==> src/rtl/dbt_pkg.sv <==
package dbt_pkg;
  localparam int unsigned BYTE_W = 8;
  localparam int unsigned NCMP   = 2;

  // control byte fields, bit 0 = run, bit 1 = double-buffer enable
  typedef struct packed {
    logic dben;
    logic run;
  } ctrl_t;
endpackage

==> src/rtl/dbt_regif.sv <==
module dbt_regif #(
  parameter int unsigned ADDR_W = 24,
  parameter int unsigned DATA_W = dbt_pkg::BYTE_W,
  parameter logic [ADDR_W-1:0] CTRL_ADDR = 24'h000180,
  parameter logic [ADDR_W-1:0] RG0_ADDR  = 24'h000188,
  parameter logic [ADDR_W-1:0] RG1_ADDR  = 24'h00018A,
  localparam int unsigned CW = 2 * DATA_W,
  localparam int unsigned NR = dbt_pkg::NCMP
) (
  input  logic                      clk_i,
  input  logic                      rst_ni,
  input  logic                      wr_en_i,
  input  logic [ADDR_W-1:0]         wr_addr_i,
  input  logic [DATA_W-1:0]         wr_data_i,
  output dbt_pkg::ctrl_t            ctrl_o,
  output logic [NR-1:0]             commit_o,
  output logic [NR-1:0][CW-1:0]     value_o
);
  dbt_pkg::ctrl_t ctrl_q;
  logic ctrl_hit;

  assign ctrl_hit = wr_en_i && (wr_addr_i == CTRL_ADDR);

  always_ff @(posedge clk_i or negedge rst_ni) begin
    if (!rst_ni) ctrl_q <= '0;
    else if (ctrl_hit) ctrl_q <= dbt_pkg::ctrl_t'(wr_data_i[1:0]);
  end
  assign ctrl_o = ctrl_q;

  for (genvar i = 0; i < NR; i++) begin : g_slot
    localparam logic [ADDR_W-1:0] BASE = (i == 0) ? RG0_ADDR : RG1_ADDR;
    logic [DATA_W-1:0] stage_q;
    logic lo_hit, hi_hit;

    assign lo_hit = wr_en_i && (wr_addr_i == BASE);
    assign hi_hit = wr_en_i && (wr_addr_i == BASE + ADDR_W'(1));

    always_ff @(posedge clk_i or negedge rst_ni) begin
      if (!rst_ni) stage_q <= '0;
      else if (lo_hit) stage_q <= wr_data_i;
    end

    // value commits only with the high byte
    assign commit_o[i] = hi_hit;
    assign value_o[i]  = {wr_data_i, stage_q};
  end
endmodule

==> src/rtl/dbt_rg0_bank.sv <==
module dbt_rg0_bank #(
  parameter int unsigned CW = 16
) (
  input  logic          clk_i,
  input  logic          rst_ni,
  input  logic          commit_i,
  input  logic [CW-1:0] value_i,
  input  logic          dben_i,
  input  logic          copy_i,
  output logic [CW-1:0] rg_o,
  output logic [CW-1:0] buf_o
);
  logic [CW-1:0] rg_q, buf_q;

  always_ff @(posedge clk_i or negedge rst_ni) begin
    if (!rst_ni) begin
      rg_q  <= '0;
      buf_q <= '0;
    end else begin
      if (commit_i) buf_q <= value_i;
      // direct write and copy cannot coincide: they need opposite dben
      if (commit_i && !dben_i) rg_q <= value_i;
      else if (copy_i && dben_i) rg_q <= buf_q;
    end
  end

  assign rg_o  = rg_q;
  assign buf_o = buf_q;
endmodule

==> src/rtl/dbt_counter.sv <==
module dbt_counter #(
  parameter int unsigned CW = 16
) (
  input  logic          clk_i,
  input  logic          rst_ni,
  input  logic          step_i,
  output logic [CW-1:0] cnt_o
);
  logic [CW-1:0] cnt_q;

  always_ff @(posedge clk_i or negedge rst_ni) begin
    if (!rst_ni) cnt_q <= '0;
    else if (step_i) cnt_q <= cnt_q + CW'(1);
  end

  assign cnt_o = cnt_q;
endmodule

==> src/rtl/dbt_cmp.sv <==
module dbt_cmp #(
  parameter int unsigned CW = 16
) (
  input  logic          clk_i,
  input  logic          rst_ni,
  input  logic          step_i,
  input  logic [CW-1:0] cnt_i,
  input  logic [CW-1:0] ref_i,
  output logic          hit_o,
  output logic          strobe_o
);
  logic strobe_q;

  assign hit_o = step_i && (cnt_i == ref_i);

  always_ff @(posedge clk_i or negedge rst_ni) begin
    if (!rst_ni) strobe_q <= 1'b0;
    else strobe_q <= hit_o;
  end

  assign strobe_o = strobe_q;
endmodule

==> src/rtl/dbuf_cmp_timer.sv <==
module dbuf_cmp_timer #(
  parameter int unsigned ADDR_W = 24,
  parameter int unsigned DATA_W = dbt_pkg::BYTE_W,
  parameter logic [ADDR_W-1:0] CTRL_ADDR = 24'h000180,
  parameter logic [ADDR_W-1:0] RG0_ADDR  = 24'h000188,
  parameter logic [ADDR_W-1:0] RG1_ADDR  = 24'h00018A,
  localparam int unsigned CW = 2 * DATA_W,
  localparam int unsigned NR = dbt_pkg::NCMP
) (
  input  logic              clk_i,
  input  logic              rst_ni,
  input  logic              wr_en_i,
  input  logic [ADDR_W-1:0] wr_addr_i,
  input  logic [DATA_W-1:0] wr_data_i,
  input  logic              tick_i,
  output logic [CW-1:0]     count_o,
  output logic              match0_o,
  output logic              match1_o
);
  dbt_pkg::ctrl_t          ctrl;
  logic [NR-1:0]           commit;
  logic [NR-1:0][CW-1:0]   value;
  logic [CW-1:0]           cnt_q, rg0_q, rg1_q, buf_q;
  logic [CW-1:0]           ref_v [NR];
  logic [NR-1:0]           hit, strobe;
  logic                    step, copy;

  dbt_regif #(
    .ADDR_W(ADDR_W), .DATA_W(DATA_W),
    .CTRL_ADDR(CTRL_ADDR), .RG0_ADDR(RG0_ADDR), .RG1_ADDR(RG1_ADDR)
  ) u_regif (
    .clk_i, .rst_ni, .wr_en_i, .wr_addr_i, .wr_data_i,
    .ctrl_o(ctrl), .commit_o(commit), .value_o(value)
  );

  assign step = tick_i && ctrl.run;
  assign copy = hit[1] && ctrl.dben;

  dbt_counter #(.CW(CW)) u_cnt (
    .clk_i, .rst_ni, .step_i(step), .cnt_o(cnt_q)
  );

  dbt_rg0_bank #(.CW(CW)) u_rg0 (
    .clk_i, .rst_ni,
    .commit_i(commit[0]), .value_i(value[0]),
    .dben_i(ctrl.dben), .copy_i(copy),
    .rg_o(rg0_q), .buf_o(buf_q)
  );

  always_ff @(posedge clk_i or negedge rst_ni) begin
    if (!rst_ni) rg1_q <= '0;
    else if (commit[1]) rg1_q <= value[1];
  end

  assign ref_v[0] = rg0_q;
  assign ref_v[1] = rg1_q;

  for (genvar i = 0; i < NR; i++) begin : g_cmp
    dbt_cmp #(.CW(CW)) u_cmp (
      .clk_i, .rst_ni, .step_i(step), .cnt_i(cnt_q), .ref_i(ref_v[i]),
      .hit_o(hit[i]), .strobe_o(strobe[i])
    );
  end

  assign count_o  = cnt_q;
  assign match0_o = strobe[0];
  assign match1_o = strobe[1];
endmodule

==> config.mk <==
export PLATFORM = sky130hd
export DESIGN_NAME = dbuf_cmp_timer
export DESIGN_NICKNAME = d
export VERILOG_FILES = /design/src/rtl/dbt_pkg.sv /design/src/rtl/dbt_regif.sv /design/src/rtl/dbt_rg0_bank.sv /design/src/rtl/dbt_counter.sv /design/src/rtl/dbt_cmp.sv /design/src/rtl/dbuf_cmp_timer.sv
export SDC_FILE = /design/constraint.sdc
export NUM_CORES = 1
export LEC_CHECK = 0
export BUFFER_PORTS_ARGS = -buffer_cell sky130_fd_sc_hd__buf_2
export CORE_UTILIZATION = 35
export CTS_BUF_LIST = sky130_fd_sc_hd__clkbuf_8 sky130_fd_sc_hd__clkbuf_16
export CTS_CLUSTER_DIAMETER = 40
export DETAILED_ROUTE_END_ITERATION = 10
export GPL_TIMING_DRIVEN = 0
export PLACE_DENSITY_LB_ADDON = 0.2
export SKIP_LAST_GASP = 1
export SLEW_MARGIN = 20
export SYNTH_ARGS = -nofsm -noshare
export SYNTH_HDL_FRONTEND = slang
export SYNTH_SLANG_ARGS = --single-unit
export TNS_END_PERCENT = 100
==> constraint.sdc <==
create_clock -name clk_i -period 4.2 [get_ports clk_i]
set_input_delay 0.42 -clock clk_i [delete_from_list [all_inputs] [get_ports clk_i]]
set_output_delay 0.42 -clock clk_i [all_outputs]
set_load 0.005 [all_outputs]
==> results of run 1 <==
==> kinds of logic after synthesis <==
family	count (synthesis)
compound gates	42
xor+xnor	47
fa+ha+maj	1
buf+inv	27
flops	84
mux	50
simple gates	86
==> stage by stage <==
| step | utilization, % | hold slack (ps) |
|---|---|---|
| floorplan | - | 124 |
| global placement | 40.6 | 483 |
| detailed placement | 40.8 | 459 |
| CTS | 43.3 | 92.2 |
| global route | 43.3 | 115 |
| finish | 43.3 | 74.8 |
==> cells in the mapped netlist, drive strengths merged <==
| cell | n |
|---|---|
| a21oi | 9 |
| and3b | 2 |
| nand3 | 8 |
| nor2b | 1 |
| or3 | 2 |
| and2 | 2 |
| a41oi | 9 |
| nor4b | 4 |
| o211a | 5 |
| ha | 1 |
| a211o | 5 |
| o32a | 2 |
| nor3 | 11 |
| or2 | 1 |
| and4b | 1 |
| clkbuf | 5 |
| inv | 7 |
| and4 | 1 |
| o21a | 2 |
| xor2 | 29 |
| mux2 | 50 |
| and3 | 4 |
| dfrtp | 84 |
| nor2 | 21 |
| xnor2 | 18 |
| buf | 15 |
| nor4 | 8 |
| o21ai | 10 |
| nand4 | 9 |
| nand2 | 11 |
==> final timing paths <==
| path | from | end | slack (ps) |
|---|---|---|---|
| min in group clk_i | wr_data_i[4] | u_rg0.rg_o[12]$_DFFE_PN0P_ | 390 |
| max | u_cnt.cnt_o[3]$_DFFE_PN0P_ | u_rg0.rg_o[9]$_DFFE_PN0P_ | 2040 |
| max in group asynchronous | rst_ni | u_rg0.rg_o[0]$_DFFE_PN0P_ | 3510 |
| max reg2reg | u_cnt.cnt_o[3]$_DFFE_PN0P_ | u_rg0.rg_o[9]$_DFFE_PN0P_ | 2040 |
| min reg2reg | u_regif.g_slot[1].stage_q[1]$_DFFE_PN0P_ | u_regif.g_slot[1].stage_q[1]$_DFFE_PN0P_ | 500 |
| min | rst_ni | u_cnt.cnt_o[4]$_DFFE_PN0P_ | 70 |
==> power by group through the flow <==
stage          logic (mW)  clock network [mW]  registers [mW]
2_1_floorplan     0.00513                   0           0.824
3_3_place_gp       0.0486                   0           0.824
3_5_place_dp       0.0521                   0           0.824
4_1_cts            0.0521               0.770           0.809
5_1_grt            0.0569               0.800           0.809
6_report           0.0500               0.753           0.809
==> cell type report <==
type	count	area, sq um	share of cell area [%]
repair buffers	54	288	6.02
inverters	7	26.3	0.550
well taps	140	175	3.67
multi-input cells	226	1790	37.4
plain buffers	20	121	2.54
flip-flops and latches	84	2100	44.0
clock buffers	9	225	4.71
clock inverters	7	53.8	1.13
==> per-layer routing <==
metal | global-route usage [%] | part of all wire (%) | wire, um
met1 | 23.6 | 47 | 4470
met5 | 0 | 0 | 0
met4 | 9.52 | 3.0 | 281
met2 | 27.4 | 46 | 4390
met3 | 3.14 | 3.5 | 327
==> worst reg2reg max path, stage by stage, from the launching register on <==
cell	delay, ps
sky130_fd_sc_hd__dfrtp_1	340
sky130_fd_sc_hd__clkbuf_1	350
sky130_fd_sc_hd__xor2_1	140
sky130_fd_sc_hd__nor4_2	210
sky130_fd_sc_hd__and4_1	270
sky130_fd_sc_hd__buf_1	400
sky130_fd_sc_hd__a41oi_1	190
sky130_fd_sc_hd__a21oi_1	180
==> flip-flops by register name (all words and copies together), names as in the netlist <==
register                count
rg1_q                      16
u_cnt.cnt_o                16
u_regif.g_slot.stage_q     16
u_rg0.buf_o                16
u_rg0.rg_o                 16
g_cmp.u_cmp.strobe_o        2
u_regif.ctrl_o              2
==> report_table.html, run 1 <==
<table>
<tr><th>Metric</th><th>Value</th></tr>
<tr><th colspan="2">Status</th></tr>
<tr><td>Result of the run</td><td>finished clean</td></tr>
<tr><th colspan="2">Global route</th></tr>
<tr><td>Global-route wire length before repair</td><td>15.3 mm</td></tr>
<tr><td>Overall global routing resource usage</td><td>17.7%</td></tr>
<tr><td>Total overflow reported by the global router</td><td>0</td></tr>
<tr><td>Number of global-route vias before repair</td><td>2848</td></tr>
<tr><td>Maximum number of pins on one net before global-route repair</td><td>45</td></tr>
<tr><td>Number of antenna violations at the first check in global routing</td><td>0</td></tr>
<tr><th colspan="2">Timing</th></tr>
<tr><td>Transition time at the pin with the least slew margin</td><td>741 ps</td></tr>
<tr><td>Sum of negative setup slack</td><td>0 ps</td></tr>
<tr><td>Number of hold violations in the final report</td><td>0</td></tr>
<tr><td>Max Slew Vio Count</td><td>0</td></tr>
<tr><td>Highest clock rate</td><td>0.463 GHz</td></tr>
<tr><td>Time the final worst path needs with I/O delays and setup</td><td>2160 ps</td></tr>
<tr><td>Period Utilization, post-route</td><td>51.4%</td></tr>
<tr><td>Final setup margin</td><td>2040 ps</td></tr>
<tr><td>Worst clock skew on the final layout</td><td>7.69 ps</td></tr>
<tr><td>RSZ-0062 raised after global routing</td><td>false</td></tr>
<tr><td>Final-report setup violation count</td><td>0</td></tr>
<tr><td>Remaining max-slew budget at the tightest pin</td><td>50.4%</td></tr>
<tr><th colspan="2">Worst hold path</th></tr>
<tr><td>Tightest Hold Check Type</td><td>in2async</td></tr>
<tr><th colspan="2">Critical path</th></tr>
<tr><td>Data required time of the worst path</td><td>4460 ps</td></tr>
<tr><td>Crit path buf inv count</td><td>2</td></tr>
<tr><td>Cell family contributing the most delay on the critical path</td><td>buffers and inverters</td></tr>
<tr><td>Nature of the critical path startpoint</td><td>flop</td></tr>
<tr><td>Slowest stage cell on the critical path</td><td>sky130_fd_sc_hd__buf_1</td></tr>
<tr><td>Path type of the worst setup path</td><td>reg2reg</td></tr>
<tr><td>Worst Setup End Kind</td><td>flop</td></tr>
<tr><td>R2r worst-path depth</td><td>7</td></tr>
<tr><td>WP depth</td><td>7</td></tr>
<tr><td>Crit-path cells</td><td>clkbuf_1, xor2_1, nor4_2, and4_1, buf_1, a41oi_1, a21oi_1</td></tr>
<tr><td>Delay of the slowest cell on the worst path</td><td>400 ps</td></tr>
<tr><td>Signal arrival time at the worst endpoint</td><td>2420 ps</td></tr>
<tr><td>Max FO, Critical Path</td><td>9</td></tr>
<tr><th colspan="2">Die</th></tr>
<tr><td>Die extent in y</td><td>109 um</td></tr>
<tr><td>CORE AREA</td><td>11000 sq um</td></tr>
<tr><td>Number of ports placed on the die boundary</td><td>54</td></tr>
<tr><td>Floorplan die area</td><td>12000 sq um</td></tr>
<tr><td>Initial Utilization</td><td>36.6%</td></tr>
<tr><td>Horiz. Die Dim</td><td>109 um</td></tr>
<tr><td>Std cell rows</td><td>38</td></tr>
<tr><th colspan="2">Clocking</th></tr>
<tr><td>CTS tree</td><td>built</td></tr>
<tr><td>Clock tree root driver cell</td><td>sky130_fd_sc_hd__clkbuf_16</td></tr>
<tr><td>Clk sink count</td><td>84</td></tr>
<tr><td>Bufs on Longest Clock Path</td><td>2</td></tr>
<tr><td>Post-CTS Setup Inserts</td><td>0</td></tr>
<tr><td>H-tree levels</td><td>3</td></tr>
<tr><td>Clock latency on the worst-skew pair</td><td>340 ps</td></tr>
<tr><td>Number of buffers added to fix hold violations after cts</td><td>0</td></tr>
<tr><td>Num CTS Buffers</td><td>9</td></tr>
<tr><td>Gates resized, CTS repair</td><td>0</td></tr>
<tr><td>Clk pin slew, worst setup/hold paths</td><td>60 ps</td></tr>
<tr><th colspan="2">Synth</th></tr>
<tr><td>Arithmetic-cell share of the synthesized area counting full adders, half adders and majority gates</td><td>0.310%</td></tr>
<tr><td>Area share of and/or/nand/nor cells after synthesis</td><td>12.3%</td></tr>
<tr><td>Largest family of logic cells by synthesized area</td><td>multiplexers</td></tr>
<tr><td>Synth top area share</td><td>52.1%</td></tr>
<tr><td>Synthesized Nets</td><td>374</td></tr>
<tr><td>Distinct cells, synth</td><td>41</td></tr>
<tr><td>Gate Count Post-Synth</td><td>337</td></tr>
<tr><td>Post-synthesis area per instance</td><td>12.0 sq um</td></tr>
<tr><td>Number of synthesized register bits</td><td>84</td></tr>
<tr><td>Synth area leaders</td><td>sky130_fd_sc_hd__dfrtp_1 (52%), sky130_fd_sc_hd__mux2_2 (14%), sky130_fd_sc_hd__xor2_1 (6.3%)</td></tr>
<tr><td>XOR/XNOR Fraction of Synth Area</td><td>10.2%</td></tr>
<tr><td>Register area share after synthesis</td><td>52.1%</td></tr>
<tr><td>Post-synthesis compound-gate area fraction</td><td>7.50%</td></tr>
<tr><td>Post-synth design cell area</td><td>4040 sq um</td></tr>
<tr><td>Multiplexer fraction of the synthesized cell area</td><td>14.0%</td></tr>
<tr><td>Number of warnings issued by yosys</td><td>0</td></tr>
<tr><td>Largest area contributor in the netlist</td><td>sky130_fd_sc_hd__dfrtp_1</td></tr>
<tr><th colspan="2">Power</th></tr>
<tr><td>Maximum VDD drop</td><td>0.215 mV</td></tr>
<tr><td>Switching pwr</td><td>337 uW</td></tr>
<tr><td>Share of total power consumed by net switching</td><td>20.9%</td></tr>
<tr><td>Leakage power</td><td>2.56 nW</td></tr>
<tr><td>Fraction of power consumed by the clock network</td><td>46.7%</td></tr>
<tr><td>Post-layout power</td><td>1.61 mW</td></tr>
<tr><td>Power per Cell Area</td><td>337 nW/um^2</td></tr>
<tr><td>Internal power component</td><td>1.28 mW</td></tr>
<tr><td>Comb pwr share</td><td>3.1%</td></tr>
<tr><td>Share of total power in sequential cells</td><td>50.2%</td></tr>
<tr><th colspan="2">Place</th></tr>
<tr><td>Placed wire-length estimate</td><td>6.89 mm</td></tr>
<tr><td>Standard cell area after detailed placement</td><td>4500 sq um</td></tr>
<tr><td>Post-Place Cells</td><td>531</td></tr>
<tr><td>Final RePlAce weighted congestion</td><td>0.774</td></tr>
<tr><td>IO Port Bufs</td><td>53</td></tr>
<tr><td>Worst setup slack before clock tree synthesis</td><td>1850 ps</td></tr>
<tr><th colspan="2">Drt</th></tr>
<tr><td>Number of routed nets with antenna violations</td><td>0</td></tr>
<tr><td>Final routed wirelength across all metal layers</td><td>9.47 mm</td></tr>
<tr><td># DRC</td><td>0</td></tr>
<tr><td>Routed WL per cell</td><td>17.3 um</td></tr>
<tr><td>Via-per-instance ratio</td><td>5.14</td></tr>
<tr><td>Violation count after the first detailed-routing iteration</td><td>131</td></tr>
<tr><td>Initial DRT Pass Iterations</td><td>4</td></tr>
<tr><td>Vias</td><td>2812</td></tr>
<tr><th colspan="2">Final layout</th></tr>
<tr><td>Total non-filler cell area in the finished layout</td><td>4780 sq um</td></tr>
<tr><td>N_diodes</td><td>0</td></tr>
<tr><td>Layout-stage area growth over the synthesis result</td><td>18.4%</td></tr>
<tr><td>Final Instance Count excl. Fillers</td><td>547</td></tr>
<tr><td>Most frequent standard cell in the layout excluding fill and tap cells</td><td>sky130_fd_sc_hd__dfrtp_1</td></tr>
<tr><td>Nets</td><td>439</td></tr>
<tr><td>Count of filler cells inserted in the layout</td><td>1082</td></tr>
<tr><td>Fraction of layout cells with a size suffix above 1</td><td>33.9%</td></tr>
<tr><td>Commonest cells after routing, fill and taps aside</td><td>sky130_fd_sc_hd__dfrtp_1 (84), sky130_fd_sc_hd__buf_2 (61), sky130_fd_sc_hd__mux2_2 (50)</td></tr>
<tr><th colspan="2">Job</th></tr>
<tr><td>Max-cap viol count</td><td>0</td></tr>
</table>
(Power assumes the default switching activity.)
==> run 2: changes to the inputs <==
--- a/config.mk
+++ b/config.mk
@@ -5,6 +5,7 @@
 export SDC_FILE = /design/constraint.sdc
 export NUM_CORES = 1
 export LEC_CHECK = 0
+export ABC_AREA = 1
 export BUFFER_PORTS_ARGS = -buffer_cell sky130_fd_sc_hd__buf_2
 export CORE_UTILIZATION = 35
 export CTS_BUF_LIST = sky130_fd_sc_hd__clkbuf_8 sky130_fd_sc_hd__clkbuf_16
==> constraint.sdc (replaced) <==
create_clock -name clk_i -period 1.9 [get_ports clk_i]
set_input_delay 0.19 -clock clk_i [delete_from_list [all_inputs] [get_ports clk_i]]
set_output_delay 0.19 -clock clk_i [all_outputs]
set_load 0.005 [all_outputs]
==> run 2 against run 1 <==
Effect of this change:
- wire length grew 25%
- non-clock buffer count fell by 3
- clock skew down 3.6 ps
- sequential share of layout area down 5.2 points
- die area grew 13%
- first-iteration DRC count grew 40%
- register-to-register slack got worse by 1900 ps
- critical path type unchanged
==> report_table.html, run 2 <==
<table>
<tr><th>Metric</th><th>Value</th></tr>
<tr><th colspan="2">Status</th></tr>
<tr><td>Result of the run</td><td>finished clean</td></tr>
<tr><th colspan="2">Timing</th></tr>
<tr><td>Sum of negative setup slack</td><td>0 ps (unchanged)</td></tr>
<tr><td>Hold WS</td><td>136 ps (+61.2 ps)</td></tr>
<tr><td>RSZ-0062 raised after global routing</td><td>false</td></tr>
<tr><td>Worst clock skew on the final layout</td><td>4.07 ps (-3.61 ps)</td></tr>
<tr><td>Final-report setup violation count</td><td>0 (unchanged)</td></tr>
<tr><td>Period Utilization, post-route</td><td>91.3% (+40 points)</td></tr>
<tr><td>Max Slew Vio Count</td><td>0 (unchanged)</td></tr>
<tr><td>Number of hold violations in the final report</td><td>0 (unchanged)</td></tr>
<tr><td>Transition time at the pin with the least slew margin</td><td>455 ps (-287 ps)</td></tr>
<tr><td>Remaining max-slew budget at the tightest pin</td><td>69.7% (+19 points)</td></tr>
<tr><td>Time the final worst path needs with I/O delays and setup</td><td>1730 ps (-427 ps)</td></tr>
<tr><td>Highest clock rate</td><td>0.577 GHz (+25%)</td></tr>
<tr><th colspan="2">Final layout</th></tr>
<tr><td>Commonest cells after routing, fill and taps aside</td><td>sky130_fd_sc_hd__nand2_1 (198), sky130_fd_sc_hd__inv_1 (108), sky130_fd_sc_hd__dfrtp_1 (82)</td></tr>
<tr><td>Count of filler cells inserted in the layout</td><td>1301 (+20%)</td></tr>
<tr><td>N_diodes</td><td>0 (unchanged)</td></tr>
<tr><td>Most frequent standard cell in the layout excluding fill and tap cells</td><td>sky130_fd_sc_hd__nand2_1</td></tr>
<tr><td>Fraction of layout cells with a size suffix above 1</td><td>15.9% (-18 points)</td></tr>
<tr><td>Nets</td><td>719 (+64%)</td></tr>
<tr><td>Sequential cell area</td><td>2100 sq um (+0.12%)</td></tr>
<tr><td>Fraction of the core area covered by cells at the end of the flow</td><td>42.8% (-0.47 points)</td></tr>
<tr><td>Layout-stage area growth over the synthesis result</td><td>18.8%</td></tr>
<tr><td>Area of the multi-input gates</td><td>1940 sq um (+8.8%)</td></tr>
<tr><th colspan="2">Clocking</th></tr>
<tr><td>Clock latency on the worst-skew pair</td><td>350 ps (about the same)</td></tr>
<tr><td>Post-CTS Setup Inserts</td><td>0 (unchanged)</td></tr>
<tr><td>CTS tree</td><td>built</td></tr>
<tr><td>Num CTS Buffers</td><td>9 (unchanged)</td></tr>
<tr><td>Clock tree root driver cell</td><td>sky130_fd_sc_hd__clkbuf_16</td></tr>
<tr><td>Clk pin slew, worst setup/hold paths</td><td>60 ps (about the same)</td></tr>
<tr><td>Bufs on Longest Clock Path</td><td>2 (unchanged)</td></tr>
<tr><td>H-tree levels</td><td>3 (unchanged)</td></tr>
<tr><td>Clk sink count</td><td>84 (unchanged)</td></tr>
<tr><th colspan="2">Critical path</th></tr>
<tr><td>Nature of the critical path startpoint</td><td>flop</td></tr>
<tr><td>Signal arrival time at the worst endpoint</td><td>1970 ps (-450 ps)</td></tr>
<tr><td>Path type of the worst setup path</td><td>reg2reg</td></tr>
<tr><td>Slowest stage cell on the critical path</td><td>sky130_fd_sc_hd__dfrtp_1</td></tr>
<tr><td>Data required time of the worst path</td><td>2130 ps (-2330 ps)</td></tr>
<tr><td>Crit-path cells</td><td>inv_1, buf_2, clkbuf_1, nand4_1, nand2_1, inv_1, nand2_1, nand2_1</td></tr>
<tr><td>Most numerous cell on the critical path</td><td>sky130_fd_sc_hd__nand2_1</td></tr>
<tr><td>Crit path buf inv count</td><td>4 (+2)</td></tr>
<tr><td>Max FO, Critical Path</td><td>10 (+1)</td></tr>
<tr><td>Delay of the slowest cell on the worst path</td><td>460 ps (+60 ps)</td></tr>
<tr><td>Worst Setup End Kind</td><td>flop</td></tr>
<tr><td>Cell family contributing the most delay on the critical path</td><td>buffers and inverters</td></tr>
<tr><th colspan="2">Global route</th></tr>
<tr><td>Total overflow reported by the global router</td><td>0 (unchanged)</td></tr>
<tr><td>Number of global-route vias before repair</td><td>3799 (+33%)</td></tr>
<tr><td>Maximum number of pins on one net before global-route repair</td><td>52 (+16%)</td></tr>
<tr><td>Number of antenna violations at the first check in global routing</td><td>0 (unchanged)</td></tr>
<tr><td>Global-route wire length before repair</td><td>19.3 mm (+26%)</td></tr>
<tr><td>Overall global routing resource usage</td><td>19.2% (+1.5 points)</td></tr>
<tr><th colspan="2">Die</th></tr>
<tr><td>Initial Utilization</td><td>36.1% (-0.51 points)</td></tr>
<tr><td>Std cell rows</td><td>41 (+7.9%)</td></tr>
<tr><td>Floorplan die area</td><td>13500 sq um (+13%)</td></tr>
<tr><td>Number of ports placed on the die boundary</td><td>54 (unchanged)</td></tr>
<tr><td>Die extent in y</td><td>116 um (+6.3%)</td></tr>
<tr><td>Horiz. Die Dim</td><td>116 um (+6.3%)</td></tr>
<tr><td>CORE AREA</td><td>12700 sq um (+15%)</td></tr>
<tr><th colspan="2">Synth</th></tr>
<tr><td>Synthesized Nets</td><td>653 (+75%)</td></tr>
<tr><td>Largest area contributor in the netlist</td><td>sky130_fd_sc_hd__dfrtp_1</td></tr>
<tr><td>EDFF count, synth</td><td>0 (unchanged)</td></tr>
<tr><td>Distinct cells, synth</td><td>34 (-17%)</td></tr>
<tr><td>Number of warnings issued by yosys</td><td>0 (unchanged)</td></tr>
<tr><td>Synth top area share</td><td>46.0% (-6.1 points)</td></tr>
<tr><td>Post-synth design cell area</td><td>4570 sq um (+13%)</td></tr>
<tr><td>Synth area leaders</td><td>sky130_fd_sc_hd__dfrtp_1 (46%), sky130_fd_sc_hd__nand2_1 (16%), sky130_fd_sc_hd__inv_1 (8.6%)</td></tr>
<tr><td>Number of synthesized register bits</td><td>84 (unchanged)</td></tr>
<tr><td>Most used DFF post-synth</td><td>sky130_fd_sc_hd__dfrtp_1</td></tr>
<tr><td>Post-synthesis area per instance</td><td>7.42 sq um (-38%)</td></tr>
<tr><td>Top post-synthesis cells by count</td><td>sky130_fd_sc_hd__nand2_1 (198), sky130_fd_sc_hd__inv_1 (105), sky130_fd_sc_hd__dfrtp_1 (84)</td></tr>
<tr><td>Fraction of registers with async set/reset</td><td>100% (unchanged)</td></tr>
<tr><td>Most instantiated library cell after synthesis</td><td>sky130_fd_sc_hd__nand2_1</td></tr>
<tr><td>Gate Count Post-Synth</td><td>616 (+83%)</td></tr>
<tr><td>Register area share after synthesis</td><td>46.0% (-6.1 points)</td></tr>
<tr><th colspan="2">Drt</th></tr>
<tr><td>Routed WL per cell</td><td>13.8 um (-20%)</td></tr>
<tr><td># DRC</td><td>0 (unchanged)</td></tr>
<tr><td>Via-per-instance ratio</td><td>4.59 (-11%)</td></tr>
<tr><td>Initial DRT Pass Iterations</td><td>4 (unchanged)</td></tr>
<tr><td>Number of routed nets with antenna violations</td><td>0 (unchanged)</td></tr>
<tr><td>Vias</td><td>3940 (+40%)</td></tr>
<tr><td>Violation count after the first detailed-routing iteration</td><td>184 (+40%)</td></tr>
<tr><td>Final routed wirelength across all metal layers</td><td>11.8 mm (+25%)</td></tr>
<tr><th colspan="2">Place</th></tr>
<tr><td>Final RePlAce weighted congestion</td><td>0.934 (+21%)</td></tr>
<tr><td>Placed wire-length estimate</td><td>9.09 mm (+32%)</td></tr>
<tr><td>IO Port Bufs</td><td>53 (unchanged)</td></tr>
<tr><th colspan="2">Worst hold path</th></tr>
<tr><td>Tightest Hold Check Type</td><td>in2reg</td></tr>
<tr><th colspan="2">Job</th></tr>
<tr><td>Max-cap viol count</td><td>0 (unchanged)</td></tr>
<tr><th colspan="2">Power</th></tr>
<tr><td>Leakage power</td><td>2.89 nW (+13%)</td></tr>
<tr><td>Power per Cell Area</td><td>856 nW/um^2 (+150%)</td></tr>
<tr><td>Maximum VDD drop</td><td>0.377 mV (+75%)</td></tr>
</table>
-- run 2: final cells by class --
class | instances | area share, %
buffer | 16 | 1.96
clock buffer | 9 | 4.15
clock inverter | 7 | 2.01
inverter | 112 | 7.75
multi-input combinational | 404 | 35.8
sequential | 84 | 38.8
tap | 172 | 3.96
timing repair buffer | 55 | 5.62
-- run 2: path summary, 6_finish.rpt --
kind / start / to / slack (ps) / cells past startpoint
setup / recovery: u_regif.ctrl_o[1]$_DFFE_PN0P_ / u_rg0.rg_o[14]$_DFFE_PN0P_ / 170 / 8
hold / removal: wr_data_i[3] / u_regif.g_slot[0].stage_q[3]$_DFFE_PN0P_ / 140 / 3
setup reg to reg: u_regif.ctrl_o[1]$_DFFE_PN0P_ / u_rg0.rg_o[14]$_DFFE_PN0P_ / 170 / 8
hold reg to reg: u_rg0.buf_o[6]$_DFFE_PN0P_ / u_rg0.buf_o[6]$_DFFE_PN0P_ / 490 / 2
max in group asynchronous: rst_ni / u_rg0.rg_o[8]$_DFFE_PN0P_ / 950 / 3
min in group asynchronous: rst_ni / u_cnt.cnt_o[2]$_DFFE_PN0P_ / 340 / 2
-- run 2: kinds of logic (layout without fill, tap and decap cells) --
kind of cell | after synthesis | in the layout | share of synthesized area (%)
AND/OR/NAND/NOR | 320 | 320 | 31.0
buffers and inverters | 128 | 199 | 11.5
flip-flops | 84 | 84 | 46.0
AO/OA/AOI/OAI | 60 | 60 | 6.79
XOR/XNOR | 23 | 23 | 4.41
adder cells (fa/ha/maj) | 1 | 1 | 0.274
-- run 2: per-layer routing --
layer	GRT usage [%]	up-vias	part of all wire, %
li1	-	2032	-
met1	25.3	1795	49
met2	29.6	91	44
met3	3.68	22	3.9
met4	10.9	0	3.3
met5	0	-	0
-- run 2: per-stage QoR --
stage	worst slack, ps	std cells	total power, mW	area [sq um]
global route	15.8	859	4.87	5430
finish	166	859	4.64	5430
detailed placement	74.7	842	2.69	5080
floorplan	363	616	2.38	4570
global placement	-104	841	2.67	5050
CTS	60.4	859	4.71	5430
-- run 2: timing repair --
| action | 4_1_cts | 5_1_grt |
|---|---|---|
| hold buffers | 1 | 0 |
| gates resized for setup | 0 | 2 |
| hold endpoints to repair | 33 | 0 |
| endpoints found under the setup margin | 0 | 9 |
-- run 2: report_power, final --
part	leakage, nW	switching [mW]	total [mW]	internal (mW)
Clock	0.169	0.716	1.99	1.27
Sequential	1.00	0.130	2.00	1.87
Combinational	1.72	0.408	0.662	0.254
-- run 2: tightest hold or removal path, cell delays in order --
cell and delay, ps:
sky130_fd_sc_hd__buf_2 120, sky130_fd_sc_hd__o21ai_0 90, sky130_fd_sc_hd__inv_1 50
